--- src/rtl/apbbr_pkg.sv ---
package apbbr_pkg;

    typedef enum logic [2:0] {
        ST_IDLE,
        ST_LATCH,
        ST_SETUP,
        ST_ENABLE,
        ST_DONE,
        ST_ERR1,
        ST_ERR2
    } brg_state_e;

    localparam logic [1:0] TR_IDLE   = 2'b00;
    localparam logic [1:0] TR_BUSY   = 2'b01;
    localparam logic [1:0] TR_NONSEQ = 2'b10;
    localparam logic [1:0] TR_SEQ    = 2'b11;

    localparam logic [1:0] RSP_OKAY  = 2'b00;
    localparam logic [1:0] RSP_ERROR = 2'b01;

endpackage

--- src/rtl/apbbr_slot_decode.sv ---
// Maps the slot field of the address to a peripheral index and flags
// field values that have no peripheral behind them.
module apbbr_slot_decode #(
    parameter int SLOT_BITS = 4,
    parameter int NUM_SLOTS = 4,
    localparam int IDX_W    = (NUM_SLOTS > 1) ? $clog2(NUM_SLOTS) : 1
) (
    input  logic [SLOT_BITS-1:0] field,
    output logic                 hit,
    output logic [IDX_W-1:0]     idx
);
    localparam logic [SLOT_BITS:0] LIMIT = (SLOT_BITS+1)'(NUM_SLOTS);

    always_comb begin
        hit = ({1'b0, field} < LIMIT);
        idx = field[IDX_W-1:0];
    end
endmodule

--- src/rtl/apbbr_sel_fanout.sv ---
// Turns the stored index into one select line per peripheral.
module apbbr_sel_fanout #(
    parameter int NUM_SLOTS = 4,
    localparam int IDX_W    = (NUM_SLOTS > 1) ? $clog2(NUM_SLOTS) : 1
) (
    input  logic                 active,
    input  logic [IDX_W-1:0]     idx,
    output logic [NUM_SLOTS-1:0] sel
);
    for (genvar g = 0; g < NUM_SLOTS; g++) begin : g_line
        assign sel[g] = active && (idx == IDX_W'(g));
    end
endmodule

--- src/rtl/ahb_apb_bridge.sv ---
module ahb_apb_bridge
    import apbbr_pkg::*;
#(
    parameter int ADDR_W    = 32,
    parameter int DATA_W    = 32,
    parameter int NUM_SLOTS = 4,
    parameter int SLOT_LSB  = 12,
    parameter int SLOT_BITS = 4,
    localparam int IDX_W    = (NUM_SLOTS > 1) ? $clog2(NUM_SLOTS) : 1
) (
    input  logic                 clk,
    input  logic                 rst_n,
    input  logic                 hsel,
    input  logic [ADDR_W-1:0]    haddr,
    input  logic [1:0]           htrans,
    input  logic                 hwrite,
    input  logic [DATA_W-1:0]    hwdata,
    input  logic                 hready_in,
    output logic                 hready_out,
    output logic [1:0]           hresp,
    output logic [DATA_W-1:0]    hrdata,
    output logic [NUM_SLOTS-1:0] psel,
    output logic                 penable,
    output logic [ADDR_W-1:0]    paddr,
    output logic                 pwrite,
    output logic [DATA_W-1:0]    pwdata,
    input  logic [DATA_W-1:0]    prdata
);

    typedef struct packed {
        brg_state_e        state;
        logic [ADDR_W-1:0] addr;
        logic              write;
        logic [IDX_W-1:0]  idx;
        logic [DATA_W-1:0] wdata;
        logic [DATA_W-1:0] rdata;
    } brg_regs_t;

    brg_regs_t r_q, r_d;

    logic             dec_hit;
    logic [IDX_W-1:0] dec_idx;
    logic             ready_now;
    logic             xfer_type;
    logic             accept;
    logic             apb_active;

    apbbr_slot_decode #(
        .SLOT_BITS (SLOT_BITS),
        .NUM_SLOTS (NUM_SLOTS)
    ) u_decode (
        .field (haddr[SLOT_LSB +: SLOT_BITS]),
        .hit   (dec_hit),
        .idx   (dec_idx)
    );

    // Ready only in states where no data phase is pending.
    assign ready_now  = (r_q.state == ST_IDLE) || (r_q.state == ST_DONE) ||
                        (r_q.state == ST_ERR2);
    assign xfer_type  = (htrans == TR_NONSEQ) || (htrans == TR_SEQ);
    // Deselected or stalled address phases do nothing.
    assign accept     = hsel && hready_in && xfer_type && ready_now;
    assign apb_active = (r_q.state == ST_SETUP) || (r_q.state == ST_ENABLE);

    always_comb begin
        r_d = r_q;
        unique case (r_q.state)
            ST_IDLE, ST_DONE, ST_ERR2: begin
                if (accept) begin
                    r_d.addr  = haddr;
                    r_d.write = hwrite;
                    r_d.idx   = dec_idx;
                    r_d.state = dec_hit ? ST_LATCH : ST_ERR1;
                end else begin
                    r_d.state = ST_IDLE;
                end
            end
            ST_LATCH: begin
                if (r_q.write) begin
                    r_d.wdata = hwdata;
                end
                r_d.state = ST_SETUP;
            end
            ST_SETUP:  r_d.state = ST_ENABLE;
            ST_ENABLE: begin
                if (!r_q.write) begin
                    r_d.rdata = prdata;
                end
                r_d.state = ST_DONE;
            end
            ST_ERR1:   r_d.state = ST_ERR2;
            default:   r_d.state = ST_IDLE;
        endcase
    end

    always_ff @(posedge clk or negedge rst_n) begin
        if (!rst_n) begin
            r_q <= '{state: ST_IDLE, addr: '0, write: 1'b0, idx: '0,
                     wdata: '0, rdata: '0};
        end else begin
            r_q <= r_d;
        end
    end

    apbbr_sel_fanout #(
        .NUM_SLOTS (NUM_SLOTS)
    ) u_fanout (
        .active (apb_active),
        .idx    (r_q.idx),
        .sel    (psel)
    );

    assign hready_out = ready_now;
    assign hresp      = ((r_q.state == ST_ERR1) || (r_q.state == ST_ERR2)) ?
                        RSP_ERROR : RSP_OKAY;
    assign hrdata     = r_q.rdata;
    assign penable    = (r_q.state == ST_ENABLE);
    assign paddr      = r_q.addr;
    assign pwrite     = r_q.write;
    assign pwdata     = r_q.wdata;

    AST_SETUP_THEN_ENABLE: assert property (@(posedge clk) disable iff (!rst_n)
        ((|psel) && !penable) |=> (penable && psel == $past(psel) &&
        paddr == $past(paddr) && pwrite == $past(pwrite)));

    AST_ENABLE_ONE_CYCLE: assert property (@(posedge clk) disable iff (!rst_n)
        penable |=> (!penable && psel == '0 && hready_out && hresp == RSP_OKAY));

    AST_STALL_DURING_APB: assert property (@(posedge clk) disable iff (!rst_n)
        (|psel) |-> !hready_out);

    AST_PWDATA_HELD: assert property (@(posedge clk) disable iff (!rst_n)
        penable |-> $stable(pwdata));

    AST_ERR_SECOND_CYCLE: assert property (@(posedge clk) disable iff (!rst_n)
        (hresp == RSP_ERROR && !hready_out) |=> (hresp == RSP_ERROR && hready_out));

    AST_ERR_NO_ACCESS: assert property (@(posedge clk) disable iff (!rst_n)
        (hresp == RSP_ERROR) |-> (psel == '0));

    AST_IDLE_ZERO_WAIT: assert property (@(posedge clk) disable iff (!rst_n)
        (hsel && hready_in && hready_out && !htrans[1]) |=>
        (hready_out && hresp == RSP_OKAY && psel == '0));

    AST_SEL_ONEHOT: assert property (@(posedge clk) disable iff (!rst_n)
        $onehot0(psel));

endmodule

--- config.mk ---
export PLATFORM = sky130hd
export DESIGN_NAME = ahb_apb_bridge
export DESIGN_NICKNAME = d
export VERILOG_FILES = /design/src/rtl/apbbr_pkg.sv /design/src/rtl/apbbr_slot_decode.sv /design/src/rtl/apbbr_sel_fanout.sv /design/src/rtl/ahb_apb_bridge.sv
export SDC_FILE = /design/constraint.sdc
export NUM_CORES = 1
export LEC_CHECK = 0
export ABC_AREA = 1
export BUFFER_PORTS_ARGS = -buffer_cell sky130_fd_sc_hd__buf_2
export CORE_MARGIN = 1
export CORE_UTILIZATION = 45
export CTS_BUF_LIST = sky130_fd_sc_hd__clkbuf_2 sky130_fd_sc_hd__clkbuf_4 sky130_fd_sc_hd__clkbuf_8
export DETAILED_ROUTE_END_ITERATION = 6
export PLACE_DENSITY_LB_ADDON = 0.08
export SYNTH_ARGS = -nofsm -noshare
export SYNTH_HDL_FRONTEND = slang
export SYNTH_SLANG_ARGS = --single-unit
--- constraint.sdc ---
create_clock -name clk -period 1.34 [get_ports clk]
set_input_delay 0.268 -clock clk [delete_from_list [all_inputs] [get_ports clk]]
set_output_delay 0.268 -clock clk [all_outputs]
set_load 0.05 [all_outputs]
==> flow_summary.yaml <==
outcome:
  status: "complete, but fails checks"
  violations: "setup timing"
timing:
  hold_viol: 0
  finClkSkew_ns: 0.0129
  setup_tns_ns: -1.81
  fmax_ghz: 0.619
  fin_worst_hold_slack_ns: 0.0839
  setup_slack_ns: -0.276
  rsz0062_at_grt: "true"
  post-route-min-period_ns: 1.62
  setup_violations: 22
  drv_slew: 0
  period_share_pct: 121
synthesis:
  yosysSeqAreaShare_pct: 50.4
  ys_types: 20
  yosys.area.top_type_share_pct: 50.4
  ys_warn_count: 0
  synth_nets: 682
  netlist_area_um2: 4970
  yosysTopAreaCell: "dfrtp_1"
  ys_seq_elements: 100
  syn_area_per_cell_um2: 8.58
  netlist_instances: 579
  synthTopCellsByArea: "dfrtp_1, buf_4, nand2_1, nand3_1, o21bai_1"
setup_path:
  start_kind: "flop"
  rr_worst_depth: 7
  end_kind: "output port"
  path_class: "reg2out"
  crit_path_end: "psel[1]"
  reg2reg_from: "r_q[101]$_DFF_PN0_"
  crit_fanout: 5
  critPathRequiredTime_ns: 1.07
  reg2reg_slack_ns: -0.02
  critPathArrivalTime_ns: 1.35
  cp-startpoint: "r_q[101]$_DFF_PN0_"
  r2r_end: "hrdata[29]$_DFFE_PN0P_"
grt:
  grtUsageTotal_pct: 19.7
  first_global_vias: 3662
  grt_max_degree: 44
  antenna_found_initial: 0
  grt_pass1_wl_mm: 17.6
  grt-ovfl-total: 0
place:
  pre_cts_slack_ns: -0.0394
  gp_congestion: 0.744
  io_buffers: 205
  dp.final_hpwl_mm: 7.66
drt:
  wl_per_cell_um: 13.9
  post_drt_via_cell_ratio: 4.64
  drtIter0Drc: 265
  num_vias: 3957
  dr.pass1.iters: 4
  postRouteAntennaNets: 0
  remaining_drc_errors: 0
  drt-total-wl_mm: 11.8
cts:
  cts_tree: "done"
  path_clk_slew_ns: 0.10
  worstSkewPairLatency_ns: 0.36
  root_buffer: "clkbuf_8"
  clkSinkCount: 100
  numCtsBuffers: 9
  clockBufferDepth: 2
  htree_levels: 3
floorplanning:
  core-area_um2: 10800
  num_rows: 38
  die_area_um2: 11500
  initial_core_util_pct: 46.0
  ioPinCount: 208
  fp.dieH_um: 107
  fp.dieW_um: 107
layout:
  drive_above_1_share_pct: 39.7
  diodes: 0
  final_util_pct: 56.8
  fillCellCount: 1012
  nNetsFinal: 810
  synthToLayoutAreaGrowth_pct: 23.3
run:
  drv_cap: 0
min_path:
  min_path_type: "in2reg"
-- per-stage QoR --
step	cells	instance area (µm²)
floorplan	579	5050
global placement	819	5590
detailed placement	819	5590
CTS	841	5910
global route	852	6130
finish	852	6130
-- routing by layer --
layer  wire [µm]  global-route usage, %  vias up  part of all wire (%)
met2        5640                   31.2      134                    48
li1            -                      -     1951                     -
met1        5120                   25.3     1855                    43
met3         804                   5.11       17                   6.8
met5           0                      0        -                     0
met4         230                   8.61        0                   1.9
-- state kept, by name (all words and copies together) (netlist names) --
name / count
pwrite: 1
paddr: 32
r_q: 3
pwdata: 32
hrdata: 32
-- cell usage in the layout (no fill, tap or decap) --
cell type / netlist / final
nand2_1: 200 / 196
buf_2: 19 / 194
dfrtp_1: 100 / 94
nand3_1: 69 / 69
o21bai_1: 33 / 33
inv_1: 35 / 32
buf_4: 100 / 19
buf_6: 3 / 13
clkbuf_8: 0 / 10
buf_12: 0 / 7
dfrtp_2: 0 / 6
nor2_4: 1 / 4
nor3_4: 0 / 4
buf_8: 0 / 4
nand2_8: 0 / 3
clkinvlp_4: 0 / 3
clkbuf_16: 0 / 3
inv_4: 0 / 2
nand2_2: 2 / 2
a21oi_1: 2 / 2
nand2_4: 0 / 2
clkinv_2: 0 / 2
clkbuf_4: 0 / 2
a21oi_4: 1 / 1
clkinv_1: 1 / 1
or2_2: 1 / 1
inv_2: 1 / 1
conb_1: 1 / 1
dlygate4sd3_1: 0 / 1
-- Yosys cell counts (all sizes together) --
master and count:
nor3 4, clkbuf 3, o21bai 33, dfrtp 100, conb 1, buf 122
clkinv 1, nand3 69, inv 36, or2 1, nor2 4, nand2 202
a21oi 3
-- cell type report --
cell class	instances	area (µm²)	area share, %
Sequential cell	100	2510	41.0
Multi-Input combinational cell	318	1570	25.6
Timing Repair Buffer	241	1550	25.2
Tap cell	140	175	2.86
Clock buffer	12	153	2.49
Inverter	37	148	2.41
Clock inverter	4	25.0	0.408
-- critical path: stages, from the launching register on --
cell,delay [ns]
dfrtp_2,0.44
inv_4,0.09
nand2_8,0.08
nor3_4,0.19
buf_6,0.18
-- worst min-delay path by stage --
stage,from,endpoint,slack (ns),cells after the start
6_report,prdata[19],hrdata[19]$_DFFE_PN0P_,0.08,3
5_1_grt,prdata[20],hrdata[20]$_DFFE_PN0P_,0.07,3
4_1_cts,prdata[18],hrdata[18]$_DFFE_PN0P_,0.07,3
3_5_place_dp,rst_n,pwdata[18]$_DFFE_PN0P_,0.14,1
3_3_place_gp,rst_n,pwdata[21]$_DFFE_PN0P_,0.14,1
2_1_floorplan,rst_n,hrdata[0]$_DFFE_PN0P_,-0.03,0
-- kinds of logic (layout without fill, tap and decap cells) --
kind of cell | count (synthesis) | after routing | share of synthesized area [%]
AOI/OAI and AO/OA | 36 | 36 | 5.51
buffers and inverters | 162 | 294 | 20.7
DFF | 100 | 100 | 50.4
other | 1 | 1 | 0.0755
and+or+nand+nor | 280 | 281 | 23.3
-- timing repair --
action	4_1_cts	5_1_grt
hold buffers	1	0
cloned	0	7
endpoints found under the setup margin	60	82
buffers inserted	5	4
hold endpoints to repair	57	0
pin swaps	3	6
gates resized for setup	30	19
Power is left out: the tool's default activity adds up to more than one toggle a clock period on the data nets, which glitch-free logic cannot reach.
